**config.mk**
```make
export PLATFORM = sky130hd
export DESIGN_NAME = wtg_pattern_gen
export DESIGN_NICKNAME = d
export VERILOG_FILES = /design/src/rtl/wtg_pkg.sv /design/src/rtl/wtg_lfsr.sv /design/src/rtl/wtg_weight.sv /design/src/rtl/wtg_shaper.sv /design/src/rtl/wtg_pattern_gen.sv
export SDC_FILE = /design/constraint.sdc
export NUM_CORES = 1
export LEC_CHECK = 0
export BUFFER_PORTS_ARGS = -buffer_cell sky130_fd_sc_hd__buf_2
export CORE_MARGIN = 4
export CORE_UTILIZATION = 45
export DETAILED_ROUTE_END_ITERATION = 16
export PLACE_DENSITY = 0.66
export SLEW_MARGIN = 10
export SYNTH_ARGS = -nofsm -noshare
export SYNTH_HDL_FRONTEND = slang
export SYNTH_SLANG_ARGS = --single-unit
```
**constraint.sdc**
```tcl
create_clock -name clk -period 4.4 [get_ports clk]
set_clock_uncertainty 0.2 [all_clocks]
set_input_delay 0.44 -clock clk [delete_from_list [all_inputs] [get_ports clk]]
set_output_delay 0.44 -clock clk [all_outputs]
set_load 0.05 [all_outputs]
```
**src/rtl/wtg_pkg.sv**
```systemverilog
package wtg_pkg;

    localparam int          LFSR_W     = 16;
    localparam logic [15:0] LFSR_TAPS  = 16'hB400;
    localparam logic [15:0] LFSR_SAFE  = 16'hACE1;
    localparam int          LEAP       = 16;
    localparam int          WEIGHT_W   = 4;
    localparam int          WEIGHT_TOP = 10;
    localparam int          DEC_BITS   = 12;

    typedef enum logic [1:0] {
        MODE_PLAIN    = 2'b00,
        MODE_WEIGHTED = 2'b01,
        MODE_TDEN     = 2'b10,
        MODE_ALT      = 2'b11
    } mode_e;

    typedef struct packed {
        logic plain;
        logic weighted;
    } raw_bits_t;

    function automatic logic [WEIGHT_W-1:0] clamp_weight(input logic [WEIGHT_W-1:0] k);
        if (k > WEIGHT_W'(WEIGHT_TOP))
            return WEIGHT_W'(WEIGHT_TOP);
        return k;
    endfunction

endpackage

```
**src/rtl/wtg_lfsr.sv**
```systemverilog
module wtg_lfsr #(
    parameter int             W     = 16,
    parameter logic [W-1:0]   TAPS  = 16'hB400,
    parameter logic [W-1:0]   SAFE  = 16'hACE1,
    parameter int             STEPS = 16
) (
    input  logic         clk,
    input  logic         rst,
    input  logic         adv,
    input  logic         load,
    input  logic [W-1:0] seed,
    output logic [W-1:0] state
);
    logic [W-1:0] state_q;
    logic [W-1:0] chain [STEPS+1];

    assign chain[0] = state_q;

    generate
        for (genvar g = 0; g < STEPS; g++) begin : g_step
            assign chain[g+1] = {chain[g][W-2:0], ^(chain[g] & TAPS)};
        end
    endgenerate

    always_ff @(posedge clk) begin
        if (rst)
            state_q <= SAFE;
        else if (load)
            state_q <= (seed == '0) ? SAFE : seed;
        else if (adv)
            state_q <= chain[STEPS];
    end

    assign state = state_q;


    lfsr_nonzero_chk: assert property (@(posedge clk) disable iff (rst)
        state_q != '0);


    lfsr_hold_chk: assert property (@(posedge clk) disable iff (rst)
        (!adv && !load) |=> $stable(state_q));


    lfsr_load_chk: assert property (@(posedge clk) disable iff (rst)
        (load && seed != '0) |=> (state_q == $past(seed)));

endmodule

```
**src/rtl/wtg_weight.sv**
```systemverilog
module wtg_weight
    import wtg_pkg::*;
#(
    parameter int W      = 16,
    parameter int DBITS  = 12,
    parameter int KW     = 4,
    parameter int KTOP   = 10
) (
    input  logic          clk,
    input  logic          rst,
    input  logic [W-1:0]  state,
    input  logic [KW-1:0] weight,
    output raw_bits_t     bits
);
    localparam int PW = DBITS + KW;

    logic [PW-1:0]  prod;
    logic [KW-1:0]  level;
    logic [KW-1:0]  k_sat;

    always_comb begin
        prod  = PW'(state[DBITS-1:0]) * PW'(KTOP);
        level = prod[PW-1 -: KW];
        k_sat = (weight > KW'(KTOP)) ? KW'(KTOP) : weight;
        bits.plain    = state[W-1];
        bits.weighted = (level < k_sat);
    end


    weight_zero_chk: assert property (@(posedge clk) disable iff (rst)
        (weight == '0) |-> !bits.weighted);


    weight_full_chk: assert property (@(posedge clk) disable iff (rst)
        (weight >= KW'(KTOP)) |-> bits.weighted);

endmodule

```
**src/rtl/wtg_shaper.sv**
```systemverilog
module wtg_shaper
    import wtg_pkg::*;
(
    input  logic      clk,
    input  logic      rst,
    input  logic      adv,
    input  mode_e     mode,
    input  raw_bits_t bits,
    output logic      out
);
    logic out_q;
    logic nxt;

    always_comb begin
        unique case (mode)
            MODE_WEIGHTED: nxt = bits.weighted;
            MODE_TDEN:     nxt = out_q ^ bits.weighted;
            default:       nxt = bits.plain;
        endcase
    end

    always_ff @(posedge clk) begin
        if (rst)
            out_q <= 1'b0;
        else if (adv)
            out_q <= nxt;
    end

    assign out = out_q;


    shaper_reset_chk: assert property (@(posedge clk)
        rst |=> !out_q);


    shaper_hold_chk: assert property (@(posedge clk) disable iff (rst)
        !adv |=> $stable(out_q));

endmodule

```
**src/rtl/wtg_pattern_gen.sv**
```systemverilog
module wtg_pattern_gen
    import wtg_pkg::*;
(
    input  logic                clk,
    input  logic                rst,
    input  logic                shift_en,
    input  logic                seed_load,
    input  logic [LFSR_W-1:0]   seed_val,
    input  logic [1:0]          mode_sel,
    input  logic [WEIGHT_W-1:0] weight_sel,
    output logic                scan_out
);
    logic              adv;
    logic [LFSR_W-1:0] state;
    raw_bits_t         bits;
    mode_e             mode;

    assign adv  = shift_en & ~seed_load;
    assign mode = mode_e'(mode_sel);

    wtg_lfsr #(
        .W(LFSR_W), .TAPS(LFSR_TAPS), .SAFE(LFSR_SAFE), .STEPS(LEAP)
    ) u_lfsr (
        .clk(clk), .rst(rst), .adv(adv), .load(seed_load),
        .seed(seed_val), .state(state)
    );

    wtg_weight #(
        .W(LFSR_W), .DBITS(DEC_BITS), .KW(WEIGHT_W), .KTOP(WEIGHT_TOP)
    ) u_weight (
        .clk(clk), .rst(rst), .state(state), .weight(weight_sel), .bits(bits)
    );

    wtg_shaper u_shaper (
        .clk(clk), .rst(rst), .adv(adv), .mode(mode), .bits(bits), .out(scan_out)
    );


    tden_full_toggle_chk: assert property (@(posedge clk) disable iff (rst)
        (adv && mode == MODE_TDEN && clamp_weight(weight_sel) == WEIGHT_W'(WEIGHT_TOP))
        |=> (scan_out != $past(scan_out)));


    tden_zero_hold_chk: assert property (@(posedge clk) disable iff (rst)
        (adv && mode == MODE_TDEN && weight_sel == '0) |=> $stable(scan_out));


    load_no_shift_chk: assert property (@(posedge clk) disable iff (rst)
        seed_load |=> $stable(scan_out));

endmodule

```
==> impl_metrics.tcl, run 1 <==
set metrics [dict create \
    status "complete, no violations" \
    cp_data_required_time_ns 4.35 \
    pwr-share-comb 0.521 \
    vias_per_cell 5.357 \
    synth-simple-area-share 0.1461 \
    max_slew_margin 0.6527 \
    slew_viol_final 0 \
    rsz0062_at_grt "false" \
    wl_per_cell_um 13.81 \
    syn_area_per_cell_um2 8.431 \
    ant_nets 0 \
    grt.total_usage 0.1740 \
    io_pins 27 \
    setup-tns-final_ns 0 \
    clock.fmax_ghz 0.2859 \
    worst-setup-path-type "flop to flop" \
    regArea_um2 340.3 \
    finalHoldViolCount 0 \
    crit_buf_inv 0 \
    dr_wl_met2_um 1745 \
    critPathSlowestCell "dfxtp_1" \
    hold_buffers 0 \
    cts_tree "done" \
    holdCritPathClass "input pin to flop" \
    multi_input_area_um2 1249 \
    worstPathArrival_ns 3.44 \
    die_h_um 68.45 \
    drt-initial-drc-count 31 \
    core-area_um2 3442 \
    synth_cell_types 31 \
    nNetsFinal 267 \
    reg2reg_depth 14 \
    synth.cell_area_um2 1644 \
    cts_buffer_depth 2 \
    synth_enable_flop_cells 0 \
    period_needed_ns 3.498 \
    syn_inst 195 \
    synthMuxAreaShare 0.006088 \
    r2r-start "u_lfsr.state[10]" \
    hp-start "seed_val[15]" \
    wl_met3_um 53 \
    irDropWorstVdd_uv 227.2 \
    cts_made_buffers 3 \
    wl_met1_um 1797 \
    synth_compound_area_frac 0.1629 \
    die_w_um 68.45 \
    highest_layer "met4" \
    start_util 0.4776 \
    wirelength_um 3633 \
    cp_num_cells 14 \
    yosys_warnings 0 \
    fin_util 0.5358 \
    grt_max_degree 20 \
    diodes 0 \
    startpoint_type "flop" \
    synthArstFlopShare 0 \
    clk_latency_ns 0.25 \
    die_area_um2 4685 \
    drt_pass1_iterations 4 \
    p_sw_frac 0.3961 \
    vias 1409 \
    pwr-share-clk 0.171 \
    syn_nets 244 \
    cts-root-buf "clkbuf_8" \
    hpwl_um 2888 \
    netSwitchingPower_mw 0.2752 \
    synth_top_flop_cell "dfxtp_1" \
    crit_chain "ha_1 > ha_1 > a21oi_1 > o21ai_0 > a21oi_1 > o21bai_1 > a21oi_1 > xnor2_1 > ha_1 > nor3_1 > nand4_1 > mux2i_1 > nor2_1 > a211o_1" \
    fin_crit_sh 0.7950 \
    final_common_cell "buf_2" \
    worstSetupStartpoint "u_lfsr.state[10]" \
    htreeDepth 1 \
    synth-adder-area-share 0.1750 \
    cp-end-kind "flop" \
    grt_pass1_wl_um 6127 \
    antenna_found_initial 0 \
    gp_congestion 0.8348 \
    syn2layout_area_growth_pct 12.18 \
    cts.clk_slew.worst_paths_ns 0.07 \
    cts.sinks 17 \
    ys_ff_latch 17 \
    rows 21 \
    drc_errors 0 \
    path_max_fanout 6 \
    portBuffers 26 \
    power.leakage_nw 0.8298 \
    final_layout_size_suffix_gt1_frac 0.1567 \
    cp_top_family "compound AO/OA/AOI/OAI gates" \
    layout_common_cells "buf_2 (26), xor2_1 (24), ha_1 (23), xnor2_1 (22)" \
    p_int_mw 0.4196 \
    cpPeakStageDelay_ns 0.49 \
    grt_pass1_vias 1380 \
    tightest_slew_ns 0.5162 \
    holdPathStages 3 \
    synth-xor-area-share 0.2694 \
    power_frac_seq 0.308 \
    grt_overflow 0 \
    cap_viol_max_count 0 \
    reg2reg_slack_ns 0.90 \
    cts_setup_buffers 0 \
    seq_area_frac_synth 0.2070 \
    fillCellCount 343 \
    power_per_cell_area_nw_per_um2 376.7 \
    setup_viol 0 \
    synth_top_family_by_area "XOR/XNOR gates" \
    ctsResizeCount 0 \
]
## sequential cells by signal, indices dropped and copies added (netlist names)
register      cells
u_lfsr.state     16
u_shaper.out      1
## through the flow
step | setup slack, ns | power, mW | cells | instance area (µm²) | hold WS, ns
after CTS | 0.8528 | 0.7015 | 263 | 1844 | 0.2374
final | 0.9021 | 0.6948 | 263 | 1844 | 0.2441
after global placement | 0.9743 | 0.5757 | 259 | 1799 | 0.4381
after global routing | 0.4733 | 0.7570 | 263 | 1844 | 0.2557
after detailed placement | 0.8718 | 0.5791 | 259 | 1799 | 0.4447
after floorplan | 1.229 | 0.5050 | 195 | 1644 | 0.3336
## kinds of logic (layout without fill, tap and decap cells)
group	after synthesis	in the layout
AOI/OAI and AO/OA	43	43
xor gates and xnor gates	48	48
adders and majority gates	23	23
buffers and inverters	14	36
DFF	17	17
muxes	1	1
and+or+nand+nor	49	49
## metal layers
metal  GRT usage  vias to the layer above
li1            -                      730
met1      0.2344                      665
met2      0.2849                       10
met3     0.01478                        4
met4     0.06700                        0
met5           0                        -
## cells in the mapped netlist (4+ instances only)
library cell / number / area (µm²)
xnor2_1: 22 / 192.7
a21oi_1: 17 / 85.08
xor2_1: 24 / 210.2
nand2b_1: 5 / 31.28
ha_1: 23 / 287.8
nor4_1: 4 / 25.02
o21ai_0: 9 / 45.04
nand2_1: 13 / 48.80
clkbuf_1: 4 / 15.01
nand4_1: 5 / 31.28
dfxtp_1: 17 / 340.3
nor2_1: 14 / 52.55
a211oi_1: 7 / 52.55
o22ai_1: 4 / 25.02
inv_1: 6 / 22.52
## path summary, 6_finish.rpt
kind	endpoint
setup / recovery	u_shaper.out
hold / removal	u_lfsr.state[15]
setup reg to reg	u_shaper.out
hold reg to reg	u_shaper.out
## worst register-to-register path: stages (launching register included)
cell      delay, ns
dfxtp_1        0.49
ha_1           0.29
ha_1           0.34
a21oi_1        0.16
o21ai_0        0.09
a21oi_1        0.21
o21bai_1       0.12
a21oi_1        0.23
xnor2_1        0.10
ha_1           0.22
nor3_1         0.30
nand4_1        0.13
mux2i_1        0.19
nor2_1         0.07
a211o_1        0.25
## area by class of cell
type / count / share of cell area
clock buffer: 4 / 0.02442
inverter: 6 / 0.01221
multi-input combinational: 164 / 0.6771
sequential: 17 / 0.1845
tap: 46 / 0.03121
timing repair buffer: 26 / 0.07056
## power groups by stage
stage,registers (mW),logic (mW),clock network [mW]
after floorplan,0.205,0.300,0
after global placement,0.217,0.359,0
after detailed placement,0.217,0.362,0
after CTS,0.214,0.366,0.122
after global routing,0.218,0.409,0.129
final,0.214,0.362,0.119
(Power assumes the default switching activity.)
==> inputs of run 2 (changes only) <==
ABC_AREA = 1   (was not set)
PLACE_DENSITY = 0.68   (was 0.66)
clock period = 3 ns   (was 4.4 ns; I/O delays follow)
==> run 2 against run 1 <==
Effect of this change: sequential cell count unchanged; wire length is 17% higher; critical path type unchanged; register-to-register slack worse by 0.72 ns; critical endpoint unchanged; final cell count rose by 22%; largest cell class unchanged; hold slack got worse by 0.14 ns.
==> impl_metrics.tcl, run 2 <==
set metrics [dict create \
    path_max_fanout 3 \
    setup_viol 0 \
    start_util 0.4652 \
    cts.clk_slew.worst_paths_ns 0.07 \
    worstPathArrival_ns 2.75 \
    cp_data_required_time_ns 2.93 \
    final_layout_size_suffix_gt1_frac 0.2353 \
    reg2reg_slack_ns 0.18 \
    vias 1672 \
    r2r-start "u_lfsr.state[4]" \
    gp_congestion 0.8941 \
    tightest_slew_ns 0.4251 \
    slew_viol_final 0 \
    crit_chain "ha_4 > ha_4 > nand2_2 > o21ai_2 > nand2_1 > nand2_1 > nand2_1 > nand2_1 > nand2_1 > nand2_1 > nand2_1 > inv_2 > nor2_2 > nor2_2 > nor2_1 > ha_1 > nand2_1 > inv_1 > nand2_1 > nand2_1 > nand2_1 > nand3_1 > nand2_1 > a21oi_2" \
    seq_area_frac_synth 0.2013 \
    synth.area.top_cells "dfxtp_1 (20%), ha_1 (17%), nand2_1 (11%), xnor2_1 (9.8%), xor2_1 (7.8%)" \
    grt_overflow 0 \
    startpoint_type "flop" \
    rows 22 \
    cp-end-kind "flop" \
    fin_crit_sh 0.9387 \
    power.total_mw 1.241 \
    hp-start "seed_val[13]" \
    pwr-share-clk 0.141 \
    wirelength_um 4254 \
    io_pins 27 \
    p_sw_frac 0.4243 \
    synth_cell_types 29 \
    synthArstFlopShare 0 \
    hold_buffers 0 \
    max_slew_margin 0.7146 \
    grt_max_degree 20 \
    setup-tns-final_ns 0 \
    clk_latency_ns 0.26 \
    power_frac_seq 0.248 \
    period_needed_ns 2.816 \
    rsz0062_at_grt "true" \
    worst-setup-path-type "flop to flop" \
    syn_area_per_cell_um2 7.102 \
    synth.most_common_cell "nand2_1" \
    reg2reg_depth 24 \
    cap_viol_max_count 0 \
    wl_met1_um 1915 \
    final_area_um2 2077 \
    syn2layout_area_growth_pct 22.87 \
    holdPathStages 3 \
    die_area_um2 4801 \
    htreeDepth 1 \
    drt_pass1_iterations 4 \
    layout_common_cells "nand2_1 (49), buf_2 (26), inv_1 (21), a21oi_1 (19), xnor2_1 (19)" \
    clock.fmax_ghz 0.3551 \
    die_w_um 69.29 \
    reg2reg_to "u_shaper.out" \
    irDropWorstVdd_uv 308.4 \
    synth_enable_flop_cells 0 \
    wl_per_cell_um 13.29 \
    crit_top_cell "nand2_1" \
    grt.total_usage 0.1740 \
    holdPathEnd "u_lfsr.state[13]" \
    grt_pass1_wl_um 6934 \
    dp.cells 315 \
    yosysTopAreaCell "dfxtp_1" \
    p_int_mw 0.7143 \
    netSwitchingPower_mw 0.5264 \
    wl_met3_um 270 \
    grt_pass1_vias 1565 \
    pwr-share-comb 0.611 \
    finalHoldViolCount 0 \
    die_h_um 69.29 \
    highest_layer "met4" \
    netlist.area_leader.share 0.2013 \
    antenna_found_initial 0 \
    cts_buffer_depth 2 \
    drt-initial-drc-count 52 \
    cts_tree "done" \
    syn_inst 238 \
    critPathSlowestCell "dfxtp_4" \
    dpl_cell_area_um2 1924 \
    hpwl_um 3226 \
    diodes 0 \
    whs_ns 0.1016 \
    core-area_um2 3633 \
    status "complete, no violations" \
    ant_nets 0 \
    dr_wl_met2_um 2016 \
    largest_register_ffs 16 \
    cts_made_buffers 3 \
    ys_top_cells_by_count "nand2_1 (50), a21oi_1 (23), ha_1 (23)" \
    power_per_cell_area_nw_per_um2 597.3 \
    portBuffers 26 \
    synth_top_flop_cell "dfxtp_1" \
    final_common_cell "nand2_1" \
    stdcell_count 320 \
    vias_per_cell 5.225 \
    syn_nets 287 \
    synth.cell_area_um2 1690 \
    cts.sinks 17 \
    holdCritPathClass "input pin to flop" \
    nNetsFinal 322 \
    yosys_warnings 0 \
    drc_errors 0 \
    cpPeakStageDelay_ns 0.37 \
    ys_ff_latch 17 \
    cts-root-buf "clkbuf_8" \
    power.leakage_nw 1.006 \
]
## run 2: critical path, delay by kind of cell (launching register included)
family / cells / cell delay [ns]
flops: 1 / 0.37
fa+ha+maj: 3 / 0.77
buf+inv: 2 / 0.11
simple gates: 17 / 1.09
compound gates: 2 / 0.17
## run 2: routing by layer
metal  vias to the layer above  GRT usage
met5                         -          0
li1                        859          -
met3                         7    0.01884
met1                       748     0.2383
met4                         0    0.04772
met2                        58     0.2881
## run 2: cells by family after synthesis
logic type                 share of synthesized area
adders and majority gates                     0.1702
AOI/OAI and AO/OA                             0.1703
buffers and inverters                        0.07329
and+or+nand+nor                               0.1895
xor gates and xnor gates                      0.1954
DFF                                           0.2013
## run 2: what timing repair did
| item | 4_1_cts | 5_1_grt |
|---|---|---|
| buffers inserted | 0 | 1 |
| gates resized for setup | 0 | 20 |
| setup endpoints to repair | 0 | 1 |
## run 2: metrics by stage
| stage | util | setup slack (ns) |
|---|---|---|
| 6_report | 0.5716 | 0.1839 |
| 5_1_grt | 0.5716 | -0.05082 |
| 4_1_cts | 0.5420 | 0.1246 |
| 3_5_place_dp | 0.5296 | 0.1324 |
| 3_3_place_gp | 0.5296 | 0.2381 |
| 2_1_floorplan | - | 0.2758 |
## run 2: area by class of cell
cell class	count	area, µm²
repair buffers	37	212.7
multi-input cells	190	1315
clock buffers	4	45.04
fillers	363	1556
flip-flops and latches	17	351.6
well taps	48	60.06
inverters	24	92.59
## run 2: how the worst max path moves through the flow
stage	from	cells after the start	to
floorplan	u_lfsr.state[4]	24	u_shaper.out
CTS	u_lfsr.state[5]	24	u_shaper.out
detailed placement	u_lfsr.state[5]	24	u_shaper.out
global placement	u_lfsr.state[5]	24	u_shaper.out
global route	u_lfsr.state[4]	24	u_shaper.out
finish	u_lfsr.state[4]	24	u_shaper.out
## run 2: power by group through the flow
stage	combinational (mW)	clock (mW)	sequential [mW]
2_1_floorplan	0.515	0	0.311
5_1_grt	0.851	0.189	0.313
3_3_place_gp	0.670	0	0.303
6_report	0.758	0.175	0.307
3_5_place_dp	0.677	0	0.303
4_1_cts	0.685	0.179	0.298
==> inputs of run 3 (changes only) <==
--- a/config.mk
+++ b/config.mk
@@ -11,5 +11,6 @@
 export CORE_UTILIZATION = 45
 export DETAILED_ROUTE_END_ITERATION = 16
-export PLACE_DENSITY = 0.68
+export PLACE_DENSITY = 0.66
+export RECOVER_POWER = 25
 export SLEW_MARGIN = 10
 export SYNTH_ARGS = -nofsm -noshare
==> constraint.sdc (replaced) <==
create_clock -name clk -period 2.7 [get_ports clk]
set_clock_uncertainty 0.2 [all_clocks]
set_input_delay 0.135 -clock clk [delete_from_list [all_inputs] [get_ports clk]]
set_output_delay 0.135 -clock clk [all_outputs]
set_load 0.05 [all_outputs]
==> run 3 against run 2 <==
Effect of this change: the flow now finishes with violations (negative setup slack); sequential cell count unchanged; count of clock-buffer cells in the layout unchanged; sequential power up 12%; combinational power up 28%; clock power up 11%; largest cell class unchanged; highest routed layer unchanged.
==> impl_metrics.tcl, run 3 (same netlist as run 2, synthesis figures left out) <==
set metrics [dict create \
    hpwl_um 3209 \
    diodes 0 \
    startpoint_type "flop" \
    slew_viol_final 0 \
    highest_layer "met4" \
    power_frac_seq 0.227 \
    setup_viol 1 \
    power_per_cell_area_nw_per_um2 641.9 \
    p_sw_frac 0.4119 \
    drc_errors 0 \
    final_common_cell "nand2_1" \
    wl_per_cell_um 13.28 \
    vias 1745 \
    holdCritPathClass "input pin to flop" \
    grt_overflow 0 \
    fin_crit_sh 1.037 \
    portBuffers 26 \
    rows 22 \
    grt_pass1_wl_um 7955 \
    period_needed_ns 2.800 \
    largest_register_ffs 16 \
    worstPathArrival_ns 2.74 \
    whs_ns 0.01369 \
    multi_input_area_um2 1381 \
    antenna_found_initial 0 \
    wl_met1_um 1989 \
    syn2layout_area_growth_pct 39.01 \
    violations "negative setup slack" \
    drt_pass1_iterations 4 \
    die_area_um2 4801 \
    power.leakage_nw 1.114 \
    cts_made_buffers 3 \
    clk_latency_ns 0.25 \
    cp-end-kind "flop" \
    irDropWorstVdd_uv 453.6 \
    grt_max_degree 20 \
    nNetsFinal 347 \
    fillCellCount 345 \
    die_w_um 69.29 \
    tightest_slew_ns 0.5884 \
    cts-root-buf "clkbuf_8" \
    worst-setup-path-type "flop to flop" \
    clock.fmax_ghz 0.3572 \
    path_max_fanout 3 \
    max_slew_margin 0.6094 \
    power.total_mw 1.508 \
    cap_viol_max_count 0 \
    cp_data_required_time_ns 2.64 \
    ant_nets 0 \
    p_int_mw 0.8870 \
    htreeDepth 1 \
    final_layout_size_suffix_gt1_frac 0.3098 \
    netSwitchingPower_mw 0.6213 \
    finalHoldViolCount 0 \
    grt.total_usage 0.1973 \
    wl_met3_um 205 \
    fin_util 0.6467 \
    status "finished, violations left" \
    vias_per_cell 5.058 \
    wirelength_um 4581 \
    cts.clk_slew.worst_paths_ns 0.07 \
    core-area_um2 3633 \
    layout_common_cells "nand2_1 (43), buf_4 (28), buf_2 (25), inv_1 (21), a21oi_1 (20)" \
    io_pins 27 \
    dr_wl_met2_um 2337 \
    start_util 0.4652 \
    pwr-share-comb 0.644 \
    cts_tree "done" \
    worst_slack_ns -0.09952 \
    drt-initial-drc-count 48 \
    gp_congestion 0.8468 \
    pwr-share-clk 0.129 \
    cts_buffer_depth 2 \
    regArea_um2 351.6 \
    grt_pass1_vias 1765 \
    rsz0062_at_grt "true" \
    die_h_um 69.29 \
    cts.sinks 17 \
]
run 3: final timing paths:
| path | startpoint | to | slack [ns] | depth (start not counted) |
|---|---|---|---|---|
| max | u_lfsr.state[7] | u_shaper.out | -0.1 | 22 |
| min reg2reg | u_shaper.out | u_shaper.out | 0.31 | 2 |
| max reg2reg | u_lfsr.state[7] | u_shaper.out | -0.1 | 22 |
| min | seed_val[14] | u_lfsr.state[14] | 0.01 | 5 |
run 3: layer usage:
metal	track usage	vias up
li1	-	911
met1	0.2500	796
met2	0.3464	34
met3	0.03768	4
met4	0.03905	0
met5	0	-
run 3: what timing repair did:
action | in CTS | in global routing
endpoints found under the hold margin | 8 | 0
buffers inserted | 10 | 1
endpoints found under the setup margin | 1 | 1
resized for setup | 10 | 19
hold buffers | 8 | 0
pin swaps | 12 | 10
run 3: power by group through the flow:
stage / clock (mW) / combinational [mW] / sequential [mW]
5_1_grt: 0.214 / 1.09 / 0.349
4_1_cts: 0.202 / 0.882 / 0.335
3_5_place_dp: 0 / 0.788 / 0.333
2_1_floorplan: 0 / 0.572 / 0.347
6_report: 0.195 / 0.971 / 0.343
3_3_place_gp: 0 / 0.778 / 0.332
run 3: layout make-up:
type	instances	area share
Tap cell	48	0.02556
Multi-Input combinational cell	190	0.5879
Inverter	24	0.03940
Clock buffer	4	0.01917
Timing Repair Buffer	62	0.1784
Sequential cell	17	0.1496
run 3: per-stage QoR:
stage	setup TNS (ns)	area, µm²	setup slack [ns]	std cells
6_report	-0.09952	2350	-0.09952	345
5_1_grt	-0.3517	2350	-0.3517	345
4_1_cts	-0.08965	2241	-0.08965	344
3_5_place_dp	-0.1305	1979	-0.1305	322
3_3_place_gp	-0.06291	1979	-0.06291	322
2_1_floorplan	0	1693	0.0006279	238
run 3: worst max-delay path, stage by stage, from the launching register on:
cell     delay, ns
dfxtp_2       0.33
ha_1          0.29
ha_1          0.31
nand2_2       0.07
nor2_2        0.13
nand2_2       0.07
nand2_1       0.06
nand2_1       0.06
nand2_1       0.08
nand2_1       0.06
inv_2         0.06
nor2_1        0.04
nor2_1        0.13
nor2_1        0.06
ha_1          0.28
nand2_1       0.06
inv_1         0.04
nand2_2       0.06
nand2_2       0.05
nand2_2       0.07
nand3_2       0.06
nand2_2       0.06
a21oi_2       0.04
